===== src/rtl/i2c_txn_pkg.sv =====
package i2c_txn_pkg;

  typedef enum logic [2:0] {
    CMD_NONE     = 3'd0,
    CMD_START    = 3'd1,
    CMD_STOP     = 3'd2,
    CMD_SEND_BIT = 3'd3,
    CMD_RECV_BIT = 3'd4,
    CMD_SEND_ACK = 3'd5,
    CMD_RECV_ACK = 3'd6
  } bcmd_e;

  typedef enum logic [3:0] {
    ST_IDLE, ST_START, ST_ADDR, ST_RW, ST_AACK, ST_WDATA,
    ST_WACK, ST_RDATA, ST_MACK, ST_STOP, ST_DONE
  } txn_st_e;

  // Command presented to the bit engine in each sequencer state.
  function automatic bcmd_e cmd_for(txn_st_e s);
    case (s)
      ST_START:                   return CMD_START;
      ST_ADDR, ST_RW, ST_WDATA:   return CMD_SEND_BIT;
      ST_AACK, ST_WACK:           return CMD_RECV_ACK;
      ST_RDATA:                   return CMD_RECV_BIT;
      ST_MACK:                    return CMD_SEND_ACK;
      ST_STOP:                    return CMD_STOP;
      default:                    return CMD_NONE;
    endcase
  endfunction

endpackage


===== src/rtl/i2c_txn_fsm.sv =====
module i2c_txn_fsm
  import i2c_txn_pkg::*;
(
  input  logic    clk,
  input  logic    rst_n,
  input  logic    accept,
  input  logic    step,
  input  logic    rx_bit,
  input  logic    arb,
  input  logic    rd_q,
  input  logic    cnt_zero,
  output txn_st_e state
);

  txn_st_e nxt;

  always_comb begin
    nxt = state;
    case (state)
      ST_IDLE: if (accept) nxt = ST_START;
      ST_DONE: nxt = ST_IDLE;
      default: if (step) begin
        if (arb) nxt = ST_DONE;
        else begin
          case (state)
            ST_START: nxt = ST_ADDR;
            ST_ADDR:  nxt = cnt_zero ? ST_RW : ST_ADDR;
            ST_RW:    nxt = ST_AACK;
            ST_AACK:  nxt = rx_bit ? ST_STOP : (rd_q ? ST_RDATA : ST_WDATA);
            ST_WDATA: nxt = cnt_zero ? ST_WACK : ST_WDATA;
            ST_WACK:  nxt = ST_STOP;
            ST_RDATA: nxt = cnt_zero ? ST_MACK : ST_RDATA;
            ST_MACK:  nxt = ST_STOP;
            ST_STOP:  nxt = ST_DONE;
            default:  nxt = ST_IDLE;
          endcase
        end
      end
    endcase
  end

  always_ff @(posedge clk or negedge rst_n) begin
    if (!rst_n) state <= ST_IDLE;
    else        state <= nxt;
  end

endmodule


===== src/rtl/i2c_txn_data.sv =====
module i2c_txn_data
  import i2c_txn_pkg::*;
#(
  parameter int ADDR_W = 7,
  parameter int DATA_W = 8
) (
  input  logic              clk,
  input  logic              rst_n,
  input  txn_st_e           state,
  input  logic              accept,
  input  logic              step,
  input  logic              rx_bit,
  input  logic              arb,
  input  logic [ADDR_W-1:0] addr_i,
  input  logic              rd_i,
  input  logic [DATA_W-1:0] wdata_i,
  output logic              tx_bit,
  output logic              cnt_zero,
  output logic              rd_q,
  output logic [DATA_W-1:0] rdata,
  output logic              nack,
  output logic              arb_lost
);

  localparam int SH_W  = (ADDR_W > DATA_W) ? ADDR_W : DATA_W;
  localparam int CNT_W = (SH_W > 2) ? $clog2(SH_W) : 1;

  logic [SH_W-1:0]   shreg;
  logic [DATA_W-1:0] wbuf;
  logic [CNT_W-1:0]  cnt;

  function automatic logic [CNT_W-1:0] cnt_dec(logic [CNT_W-1:0] c);
    return (c == '0) ? '0 : c - 1'b1;
  endfunction

  function automatic logic [DATA_W-1:0] shift_in(logic [DATA_W-1:0] v, logic b);
    return {v[DATA_W-2:0], b};
  endfunction

  assign cnt_zero = (cnt == '0);

  always_comb begin
    case (state)
      ST_ADDR, ST_WDATA: tx_bit = shreg[SH_W-1];
      ST_RW:             tx_bit = rd_q;
      default:           tx_bit = 1'b1;
    endcase
  end

  always_ff @(posedge clk or negedge rst_n) begin
    if (!rst_n) begin
      shreg    <= '0;
      wbuf     <= '0;
      cnt      <= '0;
      rd_q     <= 1'b0;
      rdata    <= '0;
      nack     <= 1'b0;
      arb_lost <= 1'b0;
    end else if (accept) begin
      shreg    <= SH_W'(addr_i) << (SH_W - ADDR_W);
      wbuf     <= wdata_i;
      cnt      <= CNT_W'(ADDR_W - 1);
      rd_q     <= rd_i;
      nack     <= 1'b0;
      arb_lost <= 1'b0;
    end else if (step) begin
      if (arb) arb_lost <= 1'b1;
      else begin
        case (state)
          ST_ADDR, ST_WDATA: begin
            shreg <= shreg << 1;
            cnt   <= cnt_dec(cnt);
          end
          ST_AACK: begin
            if (rx_bit) nack <= 1'b1;
            else begin
              shreg <= SH_W'(wbuf) << (SH_W - DATA_W);
              cnt   <= CNT_W'(DATA_W - 1);
            end
          end
          ST_WACK: if (rx_bit) nack <= 1'b1;
          ST_RDATA: begin
            rdata <= shift_in(rdata, rx_bit);
            cnt   <= cnt_dec(cnt);
          end
          default: ;
        endcase
      end
    end
  end

endmodule


===== src/rtl/i2c_txn_seq.sv =====
module i2c_txn_seq
  import i2c_txn_pkg::*;
#(
  parameter int ADDR_W = 7,
  parameter int DATA_W = 8
) (
  input  logic              clk,
  input  logic              rst_n,
  input  logic              start_i,
  input  logic [ADDR_W-1:0] addr_i,
  input  logic              rd_i,
  input  logic [DATA_W-1:0] wdata_i,
  output logic              be_req_o,
  output logic [2:0]        be_cmd_o,
  output logic              be_bit_o,
  input  logic              be_done_i,
  input  logic              be_rx_i,
  input  logic              be_arb_i,
  output logic              busy_o,
  output logic              done_o,
  output logic [DATA_W-1:0] rdata_o,
  output logic              nack_o,
  output logic              arb_lost_o
);

  txn_st_e state;
  logic    step;
  logic    accept;
  logic    cnt_zero;
  logic    rd_q;

  assign be_req_o = (state != ST_IDLE) && (state != ST_DONE);
  assign step     = be_req_o && be_done_i;
  assign accept   = start_i && (state == ST_IDLE);
  assign be_cmd_o = cmd_for(state);
  assign busy_o   = (state != ST_IDLE);
  assign done_o   = (state == ST_DONE);

  i2c_txn_fsm u_fsm (
    .clk      (clk),
    .rst_n    (rst_n),
    .accept   (accept),
    .step     (step),
    .rx_bit   (be_rx_i),
    .arb      (be_arb_i),
    .rd_q     (rd_q),
    .cnt_zero (cnt_zero),
    .state    (state)
  );

  i2c_txn_data #(.ADDR_W(ADDR_W), .DATA_W(DATA_W)) u_data (
    .clk      (clk),
    .rst_n    (rst_n),
    .state    (state),
    .accept   (accept),
    .step     (step),
    .rx_bit   (be_rx_i),
    .arb      (be_arb_i),
    .addr_i   (addr_i),
    .rd_i     (rd_i),
    .wdata_i  (wdata_i),
    .tx_bit   (be_bit_o),
    .cnt_zero (cnt_zero),
    .rd_q     (rd_q),
    .rdata    (rdata_o),
    .nack     (nack_o),
    .arb_lost (arb_lost_o)
  );

endmodule


===== config.mk =====
export PLATFORM = sky130hd
export DESIGN_NAME = i2c_txn_seq
export DESIGN_NICKNAME = d
export VERILOG_FILES = /design/src/rtl/i2c_txn_pkg.sv /design/src/rtl/i2c_txn_fsm.sv /design/src/rtl/i2c_txn_data.sv /design/src/rtl/i2c_txn_seq.sv
export SDC_FILE = /design/constraint.sdc
export NUM_CORES = 1
export LEC_CHECK = 0
export ABC_AREA = 1
export BUFFER_PORTS_ARGS = -buffer_cell sky130_fd_sc_hd__buf_2
export CORE_ASPECT_RATIO = 1.5
export CORE_UTILIZATION = 25
export CTS_CLUSTER_DIAMETER = 40
export CTS_CLUSTER_SIZE = 20
export DETAILED_ROUTE_END_ITERATION = 8
export GPL_ROUTABILITY_DRIVEN = 0
export PLACE_DENSITY_LB_ADDON = 0.2
export SLEW_MARGIN = 10
export SYNTH_ARGS = -nofsm -noshare
export SYNTH_HDL_FRONTEND = slang
export SYNTH_HIERARCHICAL = 1
export SYNTH_SLANG_ARGS = --single-unit

===== constraint.sdc =====
create_clock -name clk -period 2.5 [get_ports clk]
set_input_delay 0.25 -clock clk [delete_from_list [all_inputs] [get_ports clk]]
set_output_delay 0.25 -clock clk [all_outputs]
set_load 0.03 [all_outputs]

==> results of run 1 <==
-- routing by layer --
metal | track usage [%] | vias to the layer above | wire (µm) | share of wire (%)
met5 | 0 | - | 0 | 0
met4 | 7.16 | 0 | 151 | 2.8
met3 | 1.57 | 10 | 203 | 3.7
met2 | 24.8 | 46 | 2900 | 53
met1 | 14.6 | 890 | 2190 | 40
li1 | - | 1030 | - | -
-- stage by stage --
stage	hold slack, ns	total power [mW]	util [%]	cells	cell area, µm²
CTS	0.0952	3.64	31.5	456	2650
detailed placement	0.397	2.92	29.5	448	2480
finish	0.0691	3.59	31.5	456	2650
floorplan	-0.0456	2.43	-	304	2160
global placement	0.407	2.91	29.5	448	2480
global route	0.140	3.92	31.5	456	2650
-- worst max-delay path: stages (launching register included) --
cell and delay (ns):
dfrtp_1 0.60, inv_1 0.18, nor2_8 0.20, nand2_1 0.12, nand2_2 0.11, inv_2 0.05
nor2_1 0.08, a31oi_1 0.06, buf_2 0.19
-- cell families after synthesis --
family / count (synthesis)
buffers and inverters: 45
AO/OA/AOI/OAI: 26
flip-flops: 34
AND/OR/NAND/NOR: 199
-- placed cells by master (no fill, tap or decap), types with 4 or more instances in the layout --
cell type,n
buf_2,38
dfrtp_1,34
clkbuf_16,5
nor2_1,25
nand2_2,8
a21oi_1,4
inv_1,32
o21ai_0,5
o21ai_2,6
buf_4,4
nand2_1,117
nor2_2,5
nand2_4,5
inv_2,6
nand3_1,24
-- power by group through the flow --
stage | Combinational [mW] | Sequential (mW) | Clock [mW]
final | 1.91 | 0.984 | 0.694
after CTS | 1.93 | 0.988 | 0.721
after detailed placement | 1.93 | 0.995 | 0
after global routing | 2.16 | 1.02 | 0.738
after floorplan | 1.31 | 1.12 | 0
after global placement | 1.92 | 0.989 | 0
-- sequential cells by signal, summed over array words and instances, names as in the netlist --
name             cells
u_data/rdata         8
u_fsm/state          4
u_data/shreg         8
u_data/arb_lost      1
u_data/cnt           3
u_data/rd_q          1
u_data/wbuf          8
u_data/nack          1
-- cell usage after synthesis --
library cell	number
nand2_1	117
dfrtp_1	34
inv_1	32
nor2_1	25
nand3_1	24
nand2_2	8
inv_2	6
o21ai_2	6
nand2_4	5
nor2_2	5
o21ai_0	5
a21oi_1	4
a21oi_2	3
nand4_1	3
nor2_4	3
a21boi_0	2
clkbuf_1	2
clkinv_2	2
nand3_2	2
nor2_8	2
nor3_1	2
o21ai_1	2
or2_1	2
a31oi_1	1
buf_2	1
buf_4	1
buf_6	1
nand3_4	1
o211ai_1	1
o21bai_1	1
o22ai_2	1
-- layout make-up --
class                           instances  area, µm²  area share, %
Sequential cell                        34        851           32.2
Tap cell                              107        134           5.06
Inverter                               40        153           5.77
Multi-Input combinational cell        225       1130           42.6
Timing Repair Buffer                   42        220           8.32
Clock inverter                          1       30.0           1.13
Clock buffer                            7        133           5.01
-- worst max-delay path by stage --
stage | depth (start not counted) | start | end
after floorplan | 8 | u_fsm/state[1] | u_data/shreg[1]
after global placement | 10 | u_fsm/state[3] | u_data/rdata[6]
after detailed placement | 10 | u_fsm/state[3] | u_data/rdata[6]
after CTS | 8 | u_fsm/state[2] | be_bit_o
after global routing | 8 | u_fsm/state[2] | be_bit_o
final | 8 | u_fsm/state[2] | be_bit_o
==> metrics.cfg, run 1 <==
[worst_setup_path]
cp_max_fo=14
worstPathRequired_ns=2.25
critPathKind=register to primary output
critPathLaunchType=register
cp-end-kind=primary output
arrival_ns=1.87
rrSetupSlack_ns=0.40
r2r-start=u_fsm/state[3]
reg2reg_depth=10
r2r_end=u_data/rdata[6]

[pwr]
internal-power_mw=1.87
sw_frac_of_total_pct=48.0
ir_drop_uv=573
p_per_area_nw_per_um2=1350
clock_power_share_pct=19.4
netSwitchingPower_mw=1.72
p_leak_nw=1.46
seq_power_share_pct=27.5
power_frac_comb_pct=53.2

[sta]
finalCritPeriodShare_pct=84.8
clock_skew_ns=0.00728
setup_viol=0
layout_setup_ws_ns=0.381
drv_slew=0
fin_setup_tns_ns=0
slew_headroom_pct=46.0
rsz0062_at_grt=no
period_needed_ns=2.12
hold_viol=0
tightest_slew_ns=0.810
fmax_ghz=0.472

[synthesis]
ys_warn_count=6
netlist_top_cells_area=dfrtp_1 39%, nand2_1 20%, nand3_1 5.6%
synth.area.mux_share_pct=0
syn_inst=304
synth_fa_ha_area_share_pct=0
synth_nets=326
synthXorXnorAreaFrac_pct=0
yosys.area.top_type=dfrtp_1
synth_compound_area_share_pct=8.45
synth_top_family_by_area=simple AND/OR/NAND/NOR gates
ys_seq_area_share_pct=39.4
syn_avg_cell_area_um2=7.11
synth.cell_area_um2=2160
yosys.area_share.simple_pct=43.7
ys_seq_elements=34
synth.top_cell.area_share_pct=39.4
synthDistinctLibCells=31

[routing]
first_iter_violations=76
dr.pass1.iters=5
drc=0
routed_wl_um=5450
wire_per_inst_um=11.9
drt-vias-per-instance=4.33
ant_nets=0
dr_total_vias=1976

[cells_and_area]
synthToLayoutAreaGrowth_pct=22.5
num_antenna_cells=0
fillers=936
nets=370
layout-drive-gt1-share_pct=26.4

[global_route]
grt_use_total_pct=13.3
grt_pass1_wl_um=9110
grt_overflow=0
antenna_found_initial=0
first_global_vias=1921
grt_start_max_net_pins=35

[floorplanning]
die_area_um2=9030
die_w_um=77.9
core_area_um2=8410
io_pins=39
die_h_um=116
row_count=41
initial_utilization_pct=25.7

[place]
portBuffers=38
dp_slack_ns=0.391
place_hpwl_um=4090

[clock_tree]
postCtsSetupBuffers=0
cts_root_buffer=clkbuf_16
h-tree-depth=2
cts.sinks=34
post_cts_resized=0
cts_tree=done
cts_buffer_depth=2
numCtsBuffers=5
clkLatencyLatePin_ns=0.28
ctsHoldBuffers=0
clk_pin_slew_ns=0.05

[min_path]
hold_class=input pin to async pin

[flow_run]
cap_violations=0

[status]
status=finished clean

No activity file was read; power rests on OpenSTA's default activity.
==> run 2: changes to the inputs <==
==> constraint.sdc (replaced) <==
create_clock -name clk -period 1.8 [get_ports clk]
set_input_delay 0.18 -clock clk [delete_from_list [all_inputs] [get_ports clk]]
set_output_delay 0.18 -clock clk [all_outputs]
set_load 0.03 [all_outputs]
==> metrics.cfg, run 2 (same netlist as run 1, synthesis figures left out) <==
[status]
status=finished clean

[routing]
dr.pass1.iters=4
drc=0
ant_nets=0
met1_length_um=2220
dr_total_vias=2071
routed_wl_um=5750
top_layer=met4
drt-vias-per-instance=4.33
met2_length_um=3160
first_iter_violations=73
met3_length_um=142
wire_per_inst_um=12.0

[floorplanning]
die_area_um2=9030
die_h_um=116
row_count=41
core_area_um2=8410
die_w_um=77.9
io_pins=39
initial_utilization_pct=25.7

[sta]
whs_ns=0.0998
setup_viol=0
clock_skew_ns=0.00468
finalCritPeriodShare_pct=97.3
fin_setup_tns_ns=0
slew_headroom_pct=72.9
fmax_ghz=0.571
drv_slew=0
hold_viol=0
tightest_slew_ns=0.406
period_needed_ns=1.75
layout_setup_ws_ns=0.0483

[worst_setup_path]
cp_max_fo=4
crit_chain=buf_12 > clkinv_8 > nor2_2 > nand2_2 > nand2_2 > inv_2 > nor2_2 > a31oi_1 > buf_4
critPathLaunchType=register
crit_path_top_delay_cell=dfrtp_2
critPathKind=register to primary output
slowest_delay_ns=0.43
worstPathRequired_ns=1.62
arrival_ns=1.57
cp-end-kind=primary output

[cells_and_area]
synthToLayoutAreaGrowth_pct=34.9
final_common_cell=nand2_1
nets=392
top_regs=u_data/rdata x8, u_data/shreg x8, u_data/wbuf x8
layout-drive-gt1-share_pct=34.5
num_antenna_cells=0
fillers=933
utilization_pct=34.6
fin_area_um2=2910
mostFrequentLayoutCells=116 x nand2_1, 37 x buf_2, 30 x dfrtp_1

[clock_tree]
cts_tree=done
cts_root_buffer=clkbuf_16
clkLatencyLatePin_ns=0.28
cts.sinks=34
clk_pin_slew_ns=0.05
numCtsBuffers=5
cts_buffer_depth=2
h-tree-depth=2

[global_route]
grt_use_total_pct=13.5
antenna_found_initial=0
grt_start_max_net_pins=18
grt_overflow=0
grt_pass1_wl_um=9270
first_global_vias=2008

[place]
place_area_um2=2570
place_hpwl_um=4360
dp_slack_ns=0.0415
portBuffers=38

[pwr]
sw_frac_of_total_pct=46.8
power_frac_comb_pct=58.0
ir_drop_uv=814
clock_power_share_pct=17.2
seq_power_share_pct=24.8
p_per_area_nw_per_um2=1870
netSwitchingPower_mw=2.55
internal-power_mw=2.90
p_leak_nw=1.59

[min_path]
hold_class=input pin to register

[flow_run]
cap_violations=0

## run 2: cell types whose count changed in the layout (fill, tap and decap cells not counted), moves of 2 or more
cell | before | now
nor2_1 | 25 | 20
buf_4 | 4 | 22
buf_12 | 0 | 3
inv_1 | 32 | 29
clkbuf_1 | 2 | 0
nor2_2 | 5 | 8
nor2_4 | 3 | 5
clkbuf_8 | 0 | 3
dfrtp_2 | 0 | 4
dfrtp_1 | 34 | 30
## run 2: worst paths after layout
check                      slack (ns)           start  cells after the start              end
setup / recovery                 0.05  u_fsm/state[0]                      9         be_bit_o
max in group asynchronous        0.94           rst_n                      3  u_data/rdata[1]
hold reg to reg                  0.47  u_data/wbuf[1]                      2   u_data/wbuf[1]
setup reg to reg                 0.13  u_fsm/state[0]                      9   u_fsm/state[0]
hold / removal                    0.1      wdata_i[6]                      3   u_data/wbuf[6]
min in group asynchronous        0.36           rst_n                      2  u_data/shreg[5]
## run 2: power groups by stage
| stage | sequential, mW | combinational [mW] | clock [mW] |
|---|---|---|---|
| detailed placement | 1.35 | 2.85 | 0 |
| global route | 1.40 | 3.51 | 0.993 |
| CTS | 1.34 | 3.01 | 0.965 |
| global placement | 1.34 | 2.85 | 0 |
| floorplan | 1.57 | 1.82 | 0 |
| finish | 1.35 | 3.16 | 0.940 |
## run 2: worst max-delay path, delay by kind of cell (launching register included)
kind                   cells  cell delay [ns]
AND/OR/NAND/NOR            4             0.21
buffers and inverters      4             0.45
flip-flops                 1             0.43
AO/OA/AOI/OAI              1             0.20
## run 2: final cells by class
type                    instances  area [µm²]  share of cell area (%)
multi-input cells             225        1160                    39.8
repair buffers                 64         432                    14.8
inverters                      40         168                    5.75
flip-flops and latches         34         856                    29.4
clock buffers                   8         166                    5.71
well taps                     107         134                    4.59
## run 2: repair_timing
item	CTS	global route
setup buffers	5	6
endpoints found under the setup margin	1	20
gates resized for setup	8	16
hold buffers	1	0
pin swaps	1	4
hold endpoints to repair	15	0
## run 2: stage by stage
stage	instances	power, mW
2_1_floorplan	304	3.39
4_1_cts	472	5.32
3_3_place_gp	458	4.19
6_report	478	5.45
5_1_grt	478	5.91
3_5_place_dp	458	4.20
## run 2: per-layer routing
metal  GRT usage [%]  vias up
li1                -     1070
met1            13.7      945
met5               0        -
met4            8.64        0
met2            26.0       41
met3            1.73       15
==> run 3: changes to the inputs <==
--- a/config.mk
+++ b/config.mk
@@ -9,6 +9,7 @@
 export BUFFER_PORTS_ARGS = -buffer_cell sky130_fd_sc_hd__buf_2
 export CORE_ASPECT_RATIO = 1.5
 export CORE_UTILIZATION = 25
+export CTS_BUF_LIST = sky130_fd_sc_hd__clkbuf_4
 export CTS_CLUSTER_DIAMETER = 40
 export CTS_CLUSTER_SIZE = 20
 export DETAILED_ROUTE_END_ITERATION = 8
==> metrics.cfg, run 3 (same netlist as run 1, synthesis figures left out) <==
[status]
status=complete, but fails checks
violations=setup timing

[clock_tree]
clkLatencyLatePin_ns=0.35
cts_tree=done
cts_root_buffer=clkbuf_4
cts_buffer_depth=2
cts.sinks=34
h-tree-depth=2
clk_pin_slew_ns=0.12
numCtsBuffers=5

[routing]
wire_per_inst_um=12.3
dr.pass1.iters=4
routed_wl_um=5990
drt-vias-per-instance=4.33
drc=0
ant_nets=0
first_iter_violations=97
dr_total_vias=2109

[floorplanning]
die_w_um=77.9
initial_utilization_pct=25.7
die_area_um2=9030
row_count=41
die_h_um=116
io_pins=39
core_area_um2=8410

[sta]
period_needed_ns=1.86
tightest_slew_ns=0.394
finalCritPeriodShare_pct=103
clock_skew_ns=0.0167
layout_setup_ws_ns=-0.0560
fin_setup_tns_ns=-0.0560
hold_viol=0
fmax_ghz=0.539
drv_slew=0
rsz0062_at_grt=yes
setup_viol=1
slew_headroom_pct=73.7

[place]
dp_slack_ns=0.0415
portBuffers=38
place_hpwl_um=4360
place_area_um2=2570
placed_cells=458

[cells_and_area]
layout-drive-gt1-share_pct=36.3
nets=401
fillers=932
fin_area_um2=2930
top_regs=u_data/rdata x8, u_data/shreg x8, u_data/wbuf x8
synthToLayoutAreaGrowth_pct=35.5
mostFrequentLayoutCells=116 x nand2_1, 37 x buf_2, 30 x buf_4, 30 x dfrtp_1, 28 x inv_1
num_antenna_cells=0
utilization_pct=34.8
final_common_cell=nand2_1
fin_cells=487

[min_path]
hold_class=input pin to register

[global_route]
grt_start_max_net_pins=18
antenna_found_initial=0
grt_pass1_wl_um=9270
grt_use_total_pct=13.5
grt_overflow=0
first_global_vias=2010

[worst_setup_path]
cp-end-kind=primary output
crit_chain=buf_12 > inv_2 > nor2_1 > nand2_1 > nand2_2 > inv_2 > nor2_2 > a31oi_1 > buf_4
critPathKind=register to primary output
worstPathRequired_ns=1.62
slowest_delay_ns=0.44
critPathLaunchType=register
cp_common_cell=inv_2
cp_max_fo=6
crit_path_top_delay_cell=dfrtp_2
arrival_ns=1.68

[flow_run]
cap_violations=0

[pwr]
p_per_area_nw_per_um2=1760
p_leak_nw=1.57
ir_drop_uv=810

==> run 3: changes by cell type in the layout (fill, tap and decap cells not counted), sizes merged <==
cell / before / now
nand3: 27 / 28
buf: 63 / 71
clkinv: 3 / 6
clkbuf: 8 / 5
==> run 3: metal layers <==
| metal | vias to the layer above | global-route usage [%] | wire, µm |
|---|---|---|---|
| li1 | 1092 | - | - |
| met5 | - | 0 | 0 |
| met2 | 33 | 26.0 | 3420 |
| met3 | 15 | 1.73 | 119 |
| met4 | 0 | 8.27 | 192 |
| met1 | 969 | 13.6 | 2270 |
==> run 3: power by group <==
part | leakage (nW) | switching [mW] | internal [mW]
Combinational | 1.12 | 2.11 | 1.29
Sequential | 0.419 | 0.239 | 1.11
Clock | 0.0277 | 0.263 | 0.139
==> run 3: final cells by class <==
class / instances / area (µm²) / area share, %
multi-input cells: 226 / 1220 / 41.6
flip-flops and latches: 34 / 856 / 29.2
repair buffers: 72 / 492 / 16.8
inverters: 40 / 180 / 6.15
well taps: 107 / 134 / 4.57
clock buffers: 5 / 37.5 / 1.28
clock inverters: 3 / 11.3 / 0.385
==> run 3: final timing paths <==
check	start	to	slack, ns	cells past startpoint
setup / recovery	u_fsm/state[1]	be_bit_o	-0.06	9
min in group asynchronous	rst_n	u_data/wbuf[7]	0.27	2
max in group asynchronous	rst_n	u_data/rdata[1]	1.03	3
hold reg to reg	u_data/wbuf[1]	u_data/wbuf[1]	0.48	2
hold / removal	wdata_i[3]	u_data/wbuf[3]	0.03	3
setup reg to reg	u_fsm/state[1]	u_data/cnt[2]	0.06	13
==> run 3: through the flow <==
step,total power [mW],hold WS (ns)
6_report,5.16,0.0253
5_1_grt,5.61,0.0177
2_1_floorplan,3.39,-0.116
3_5_place_dp,4.20,0.137
4_1_cts,4.80,0.00901
3_3_place_gp,4.19,0.135
==> run 3: critical path: cells and delay by family (launching register included) <==
kind / cells / cell delay, ns
flops: 1 / 0.44
compound gates: 1 / 0.21
buf+inv: 4 / 0.45
simple gates: 4 / 0.22
==> run 3: timing repair <==
item	4_1_cts	5_1_grt
gates resized for setup	12	28
endpoints found under the setup margin	1	20
pin swaps	2	14
cloned	0	1
buffers inserted	5	14
hold buffers	1	0
endpoints found under the hold margin	15	0
